**src/rtl/lsu_pkg.sv**
```systemverilog
package lsu_pkg;
   localparam int OPC_W = 6;
   localparam logic [OPC_W-1:0] OP_LOAD_BYTE  = 6'h20;
   localparam logic [OPC_W-1:0] OP_LOAD_WORD  = 6'h23;
   localparam logic [OPC_W-1:0] OP_STORE_BYTE = 6'h28;
   localparam logic [OPC_W-1:0] OP_STORE_WORD = 6'h2b;

   typedef struct packed {
      logic is_load;
      logic is_store;
      logic is_byte;
      logic is_word;
   } op_kind_t;

   function automatic op_kind_t decode_op(input logic [OPC_W-1:0] op);
      op_kind_t k;
      k = '0;
      case (op)
         OP_LOAD_BYTE:  begin k.is_load  = 1'b1; k.is_byte = 1'b1; end
         OP_LOAD_WORD:  begin k.is_load  = 1'b1; k.is_word = 1'b1; end
         OP_STORE_BYTE: begin k.is_store = 1'b1; k.is_byte = 1'b1; end
         OP_STORE_WORD: begin k.is_store = 1'b1; k.is_word = 1'b1; end
         default:       k = '0;
      endcase
      return k;
   endfunction
endpackage

```
**src/rtl/lsu_agen.sv**
```systemverilog
module lsu_agen #(
   parameter int ADDR_W = 32,
   parameter int OFF_W  = 16
) (
   input  logic [ADDR_W-1:0] base,
   input  logic [OFF_W-1:0]  offset,
   output logic [ADDR_W-1:0] eff_addr
);
   if (OFF_W > ADDR_W) begin : g_bad_off
      $error("lsu_agen: OFF_W must not exceed ADDR_W");
   end

   logic [ADDR_W-1:0] off_ext;

   if (OFF_W == ADDR_W) begin : g_no_ext
      assign off_ext = offset;
   end else begin : g_sext
      assign off_ext = {{(ADDR_W-OFF_W){offset[OFF_W-1]}}, offset};
   end

   assign eff_addr = base + off_ext;
endmodule

```
**src/rtl/lsu_store_fmt.sv**
```systemverilog
module lsu_store_fmt #(
   parameter int DATA_W = 32,
   localparam int LANES = DATA_W / 8,
   localparam int LSB_W = $clog2(LANES)
) (
   input  logic              is_byte,
   input  logic              is_word,
   input  logic [LSB_W-1:0]  lane,
   input  logic [DATA_W-1:0] wdata_in,
   output logic [LANES-1:0]  be,
   output logic [DATA_W-1:0] wdata_out
);
   for (genvar i = 0; i < LANES; i++) begin : g_lane
      assign be[i] = is_word | (is_byte & (lane == LSB_W'(i)));
      assign wdata_out[8*i +: 8] = is_byte ? wdata_in[7:0] : wdata_in[8*i +: 8];
   end
endmodule

```
**src/rtl/lsu_load_fmt.sv**
```systemverilog
module lsu_load_fmt #(
   parameter int DATA_W = 32,
   parameter bit SIGN_EXT = 1'b1,
   localparam int LANES = DATA_W / 8,
   localparam int LSB_W = $clog2(LANES)
) (
   input  logic              is_byte,
   input  logic [LSB_W-1:0]  lane,
   input  logic [DATA_W-1:0] rdata,
   output logic [DATA_W-1:0] data_out
);
   logic [7:0]        sel_byte;
   logic [DATA_W-1:0] byte_ext;

   always_comb begin
      sel_byte = 8'h00;
      for (int i = 0; i < LANES; i++) begin
         if (lane == LSB_W'(i)) sel_byte = rdata[8*i +: 8];
      end
   end

   if (SIGN_EXT) begin : g_sext
      assign byte_ext = {{(DATA_W-8){sel_byte[7]}}, sel_byte};
   end else begin : g_zext
      assign byte_ext = {{(DATA_W-8){1'b0}}, sel_byte};
   end

   assign data_out = is_byte ? byte_ext : rdata;
endmodule

```
**src/rtl/byte_lsu.sv**
```systemverilog
module byte_lsu #(
   parameter int DATA_W = 32,
   parameter int ADDR_W = 32,
   parameter int OFF_W  = 16,
   localparam int LANES = DATA_W / 8,
   localparam int LSB_W = $clog2(LANES),
   localparam int OPC_W = lsu_pkg::OPC_W
) (
   input  logic                    clk,
   input  logic                    rst_n,
   input  logic                    big_endian,
   input  logic                    req_valid,
   input  logic [OPC_W-1:0]        req_op,
   input  logic [ADDR_W-1:0]       req_base,
   input  logic [OFF_W-1:0]        req_offset,
   input  logic [DATA_W-1:0]       req_wdata,
   output logic                    mem_req,
   output logic                    mem_wr,
   output logic [LANES-1:0]        mem_be,
   output logic [ADDR_W-LSB_W-1:0] mem_waddr,
   output logic [DATA_W-1:0]       mem_wdata,
   input  logic [DATA_W-1:0]       mem_rdata,
   output logic                    misalign,
   output logic                    ld_valid,
   output logic [DATA_W-1:0]       ld_data
);
   import lsu_pkg::*;

   if (DATA_W % 8 != 0 || LANES < 2 || (1 << LSB_W) != LANES) begin : g_bad_width
      $error("byte_lsu: DATA_W must be a power-of-two multiple of 8, at least 16");
   end
   if (ADDR_W <= LSB_W) begin : g_bad_addr
      $error("byte_lsu: ADDR_W too small");
   end

   logic [ADDR_W-1:0] eff_addr;
   logic [LSB_W-1:0]  byte_off;
   logic [LSB_W-1:0]  lane;
   op_kind_t          kind;
   logic              word_misal;
   logic              accept;
   logic              pend_valid;
   logic              pend_byte;
   logic [LSB_W-1:0]  pend_lane;

   lsu_agen #(.ADDR_W(ADDR_W), .OFF_W(OFF_W)) u_agen (
      .base     (req_base),
      .offset   (req_offset),
      .eff_addr (eff_addr)
   );

   assign kind       = req_valid ? decode_op(req_op) : '0;
   assign byte_off   = eff_addr[LSB_W-1:0];
   assign lane       = big_endian ? (LSB_W'(LANES-1) - byte_off) : byte_off;
   assign word_misal = kind.is_word & (byte_off != '0);
   assign accept     = (kind.is_load | kind.is_store) & ~word_misal;

   assign mem_req   = accept;
   assign mem_wr    = accept & kind.is_store;
   assign mem_waddr = eff_addr[ADDR_W-1:LSB_W];
   assign misalign  = word_misal;

   logic [LANES-1:0] be_raw;

   lsu_store_fmt #(.DATA_W(DATA_W)) u_store_fmt (
      .is_byte   (kind.is_byte),
      .is_word   (kind.is_word),
      .lane      (lane),
      .wdata_in  (req_wdata),
      .be        (be_raw),
      .wdata_out (mem_wdata)
   );

   assign mem_be = mem_wr ? be_raw : '0;

   always_ff @(posedge clk) begin
      if (!rst_n) begin
         pend_valid <= 1'b0;
         pend_byte  <= 1'b0;
         pend_lane  <= '0;
      end else begin
         pend_valid <= accept & kind.is_load;
         pend_byte  <= kind.is_byte;
         pend_lane  <= lane;
      end
   end

   lsu_load_fmt #(.DATA_W(DATA_W), .SIGN_EXT(1'b1)) u_load_fmt (
      .is_byte  (pend_byte),
      .lane     (pend_lane),
      .rdata    (mem_rdata),
      .data_out (ld_data)
   );

   assign ld_valid = pend_valid;

   AST_LB_SIGN_EXT: assert property (@(posedge clk) disable iff (!rst_n)
      (ld_valid && pend_byte) |-> (ld_data[DATA_W-1:8] == {(DATA_W-8){ld_data[7]}}))
      else $error("byte load result not sign-extended");
   AST_LOAD_AFTER_READ: assert property (@(posedge clk) disable iff (!rst_n)
      ld_valid |-> $past(mem_req && !mem_wr))
      else $error("load result without a preceding read");
   AST_SB_ONE_LANE: assert property (@(posedge clk) disable iff (!rst_n)
      (mem_wr && req_op == OP_STORE_BYTE) |-> $onehot(mem_be))
      else $error("byte store enables not one-hot");
   AST_MISAL_NO_ACCESS: assert property (@(posedge clk) disable iff (!rst_n)
      misalign |-> (!mem_req && mem_be == '0) ##1 !ld_valid)
      else $error("misaligned access reached memory");
   AST_BAD_OP_QUIET: assert property (@(posedge clk) disable iff (!rst_n)
      (req_op != OP_LOAD_BYTE && req_op != OP_LOAD_WORD &&
       req_op != OP_STORE_BYTE && req_op != OP_STORE_WORD) |-> (!mem_req && !misalign))
      else $error("unsupported opcode caused activity");
endmodule

```
**config.mk**
```make
export PLATFORM = sky130hd
export DESIGN_NAME = byte_lsu
export DESIGN_NICKNAME = d
export VERILOG_FILES = /design/src/rtl/lsu_pkg.sv /design/src/rtl/lsu_agen.sv /design/src/rtl/lsu_store_fmt.sv /design/src/rtl/lsu_load_fmt.sv /design/src/rtl/byte_lsu.sv
export SDC_FILE = /design/constraint.sdc
export NUM_CORES = 1
export LEC_CHECK = 0
export BUFFER_PORTS_ARGS = -buffer_cell sky130_fd_sc_hd__buf_2
export CORE_UTILIZATION = 30
export DETAILED_ROUTE_END_ITERATION = 8
export PLACE_DENSITY_LB_ADDON = 0.15
export SYNTH_ARGS = -nofsm -noshare
export SYNTH_HDL_FRONTEND = slang
export SYNTH_HIERARCHICAL = 1
export SYNTH_SLANG_ARGS = --single-unit
```
**constraint.sdc**
```tcl
create_clock -name clk -period 4.5 [get_ports clk]
set_clock_uncertainty 0.2 [all_clocks]
set_input_delay 0.9 -clock clk [delete_from_list [all_inputs] [get_ports clk]]
set_output_delay 0.9 -clock clk [all_outputs]
set_load 0.01 [all_outputs]
```
# Word level (Yosys, flattened, before mapping)

Cells that the tools add are included.

Bits in latches: 0
Word-level logic and storage cells: 51
Flip-flop bits (word level): 4
Output and inout port bits: 102
Memories: 0
Input port bits: 122
RAM bits: 0
Memory bits (read-only): 0

Bitwise operators: 14
Multiply operators: 0
Reduce and logical (&&, ||, !) cells: 7
$add $sub $neg: 2
Muxes and demuxes: 15
Shift-type cells: 0
Equality and inequality tests: 10
Order comparisons: 0
Divide/modulo/power cells: 0

Operator list:

| kind                  | number |
|---|---|
| $mux W8               | 7 |
| $add A32 B32 Y32      | 1 |
| $mux W32              | 1 |
| $eq A6 B6 Y1 const B  | 4 |
| $and A1 B1 Y1         | 8 |
| $eq A2 B2 Y1 const B  | 4 |
| $mux W4               | 2 |
| $reduce_or A2 Y1      | 4 |
| $or A1 B1 Y1          | 5 |
| $eq A2 B1 Y1 const B  | 2 |
| $logic_not A2 Y1      | 2 |
| $mux W1               | 4 |
| $mux W2               | 1 |
| $reduce_bool A2 Y1    | 1 |
| $sub A2 B2 Y2 const A | 1 |
| $not A1 Y1            | 1 |

# Depth between registers and ports, before layout

Depth in word-level cells: 9
Depth in mapped cells: 9
Depth with buffers taken out: 9

# Hierarchy

Netlist, hierarchy kept.

Modules (own cells, without submodules):

| module        | cells each | times used | area an instance (sq um) |
|---|---|---|---|
| lsu_agen      | 258        | 1          | 1762.9 |
| lsu_load_fmt  | 102        | 1          | 679.4 |
| lsu_store_fmt | 75         | 1          | 503.0 |
| byte_lsu      | 32         | 1          | 282.8 |

# Least setup slack after synthesis

No wires, ideal clock.

Path kind: input -> output
From: input req_offset[0]
To: output mem_waddr[26]
Arrival time: 3.011 ns
Data required time: 3.400 ns
Slack: 0.389 ns
Stages on the path: 9
Cells stage by stage: ha_1 fa_1 a211oi_1 nor2_1 o21ai_1 a21oi_1 o31a_1 a41o_1 nor3_1

Cells in the longest elaborated chain, start to end: 1

RTL lines:

| what             | RTL line       | text |
|---|---|---|
| start, declared  | byte_lsu.sv:15 | `input logic [OFF_W-1:0] req_offset,` |
| $add A32 B32 Y32 | lsu_agen.sv:21 | `assign eff_addr = base + off_ext;` |
| end, declared    | byte_lsu.sv:20 | `output logic [ADDR_W-LSB_W-1:0] mem_waddr,` |

No other way between the ends.

# Worst setup path after layout

From: input req_offset[15]
To: output mem_waddr[27]

The elaborated chain is that of the path after synthesis.

==> results.md <==
### Drt
- **via total after detailed routing** 4,018
- **initial drt markers** 205
- **length of the first detailed-routing pass in iterations** 4
- **remaining routing DRC violations** 0
- **wire length after detailed routing** 10.36 mm
- **routed wire length on met3** 601 µm
- **top routing layer in use** met4
- **average vias per placed instance** 4.924
- **residual antenna-violating net count after detailed routing** 0
- **DR WL/cell** 12.70 µm
- **routed length on met2** 5.059 mm
- **wire length the detailed router placed on met1** 4.584 mm

### Floorplanning
- **row count** 37
- **Floorplan Core Area** 10,370 µm²
- **effective utilization at floorplan** 0.3113
- **die height** 105.7 µm
- **area enclosed by the die boundary** 11,180 µm²
- **number of top-level pins** 224
- **x dimension of the die** 105.7 µm

### Critical path
- **Worst EP required** 3.40 ns
- **worst setup path startpoint** req_offset[15]
- **Data arrival, critical path** 3.26 ns
- **Setup crit start kind** input pin
- **CP Max Fanout** 17
- **endpoint kind of the worst setup timing path** output port
- **kind of critical path** in -> out

### Layout
- **net count of the finished layout** 836
- **Layout fillers** 1,097
- **most common cell after layout, fill and taps aside** buf_2
- **final cell area excluding filler cells** 4482 µm²
- **diode count** 0
- **layout cells sized above 1** 0.4529
- **utilization after layout** 0.4322
- **commonest non-fill, non-tap cells in the layout** 222 x buf_2, 58 x inv_1, 41 x a21oi_1
- **P&R area growth vs syn** 38.84%

### Timing
- **smallest setup slack after layout** 0.1357 ns
- **number of hold violations in the final report** 0
- **Slew Viols, Final** 0
- **clock period minus final worst setup slack** 4.364 ns
- **final setup violation count** 0
- **peak clock frequency supported by timing** 0.2291 GHz
- **relative slew slack** 0.5998
- **Tightest Pin Transition** 0.6003 ns
- **final critical-path share of the clock period** 0.9699
- **hold slack final** 0.7146 ns

### Synthesis
- **Synth Register Bits** 4
- **post-synth cell types** 66
- **share of async-settable or async-resettable flops after synthesis** 0
- **Post-synth EDFFs** 0
- **Avg Inst Size Synth** 6.912 µm²
- **net count after synthesis** 621
- **combined area of all synthesized cells** 3228 µm²
- **Ys Warns** 6
- **commonest register cell after synthesis** dfxtp_1
- **synthesized instance count** 467
- **Seq/Total Area, Yosys** 0.02481

### Place
- **final HPWL from detailed placement** 8.895 mm
- **Post-DP Area** 4404 µm²
- **port buffer count** 223
- **worst setup slack after placement** 0.05410 ns
- **final estimated routing congestion in global placement** 0.8177

### Power
- **Switching Fraction** 0.4809
- **share of power burned in the clock network** 0.106
- **Power per Cell Area** 154.7 nW/µm²
- **Switching Power** 0.0003335 W
- **Internal Dissipation** 0.0003600 W
- **worst vdd rail ir drop** 73.79 µV
- **Comb pwr share** 0.838
- **part of the total power dissipated in sequential elements** 0.057
- **Leak** 2.406 nW
- **Total Power** 0.0006935 W

### Job
- **max cap viols** 0

### Global routing
- **antenna violations before repair** 0
- **via count of the first global-routing pass** 3,516
- **All-Layer GR Usage** 0.1698
- **first-pass GRT wire length** 16.13 mm
- **pin count of the biggest net entering global routing** 43
- **overall overflow remaining after global route** 0

### Clock tree
- **CTS buffer count** 3
- **root buffer selected by CTS** clkbuf_8
- **maximum level of the CTS H-tree** 1
- **CTS Sinks** 4
- **TritonCTS clock tree** done
- **Max Buffers Root-to-Sink** 2
- **clock slew seen by the registers of the worst setup and hold paths** 0.03 ns

### Worst hold path
- **hold path start** rst_n
- **type of the worst min-delay path** in -> reg

### Outcome
- **result of the run** finished, final reports clean

per-stage QoR:
| stage | setup TNS (ns) | std cells |
|---|---|---|
| 6_report | 0 | 816 |
| 5_1_grt | -0.003053 | 816 |
| 4_1_cts | 0 | 815 |
| 3_5_place_dp | 0 | 812 |
| 3_3_place_gp | 0 | 812 |
| 2_1_floorplan | 0 | 467 |
metal layers:
metal / up-vias / GRT usage
met5: - / 0
met4: 0 / 0.04167
met2: 145 / 0.3067
li1: 2083 / -
met3: 12 / 0.01237
met1: 1778 / 0.2166
synthesized netlist by cell type, types with 2 or more instances:
cell,number,area share
a211oi_1,6,0.014
a21boi_0,3,0.0070
a21o_1,7,0.016
a21oi_1,41,0.064
a31o_2,2,0.0054
a31oi_1,7,0.014
and2_1,7,0.014
and3_1,2,0.0039
and3b_1,2,0.0054
buf_2,4,0.0062
buf_4,9,0.021
buf_6,7,0.024
clkbuf_1,5,0.0058
dfxtp_1,4,0.025
ha_1,31,0.12
inv_1,58,0.067
mux2_2,7,0.024
mux2i_1,4,0.012
nand2_1,37,0.043
nand2_4,6,0.021
nand2b_1,3,0.0058
nand3_1,3,0.0046
nand3b_1,7,0.016
nand4_1,3,0.0058
nor2_1,26,0.030
nor2b_1,5,0.0097
nor3_1,6,0.0093
nor4_1,5,0.0097
o21a_1,7,0.016
o21ai_0,30,0.047
o21ai_1,9,0.014
o21ai_2,36,0.098
o21bai_1,6,0.014
o221ai_1,2,0.0054
o22ai_1,8,0.016
o31a_1,2,0.0054
o31ai_1,2,0.0046
or3_1,2,0.0039
xnor2_1,17,0.046
xor2_1,13,0.035
area by class of cell:
class	instances	area, µm²	share of cell area
flip-flops and latches	4	81.33	0.01815
multi-input cells	377	2740	0.6114
inverters	58	217.7	0.04858
repair buffers	238	1231	0.2747
clock buffers	3	41.29	0.009213
well taps	136	170.2	0.03797
critical path, stage by stage:
cell	delay, ns
clkbuf_4	0.23
ha_2	0.43
and2_2	0.21
nand2b_4	0.07
or3_4	0.33
or3_1	0.39
o32ai_2	0.22
mux2i_1	0.21
and2_1	0.13
buf_2	0.13
power groups by stage:
stage | logic (W) | clock network [W] | registers, W
6_report | 0.000581 | 0.0000732 | 0.0000392
5_1_grt | 0.000639 | 0.0000776 | 0.0000395
4_1_cts | 0.000578 | 0.0000769 | 0.0000392
3_5_place_dp | 0.000575 | 0 | 0.0000397
3_3_place_gp | 0.000574 | 0 | 0.0000396
2_1_floorplan | 0.000360 | 0 | 0.0000397
kinds of logic after synthesis:
logic type / share of synthesized area
compound gates: 0.3767
xor+xnor: 0.08139
fa+ha+maj: 0.1264
buf+inv: 0.1368
flops: 0.02481
mux: 0.03682
simple gates: 0.2171
worst paths after layout:
path,cells past startpoint,to
max,10,mem_waddr[27]
min,2,pend_lane[0]
timing repair:
item / 4_1_cts / 5_1_grt
setup buffers: 0 / 1
setup endpoints to repair: 0 / 5
endpoints found under the hold margin: 0 / 0
gates resized for setup: 0 / 6
hold buffers: 0 / 0
flip-flops by register name, summed over array words and instances (netlist names):
name,cells
pend_byte,1
pend_lane,2
ld_valid,1
No activity file was read; power rests on OpenSTA's default activity.
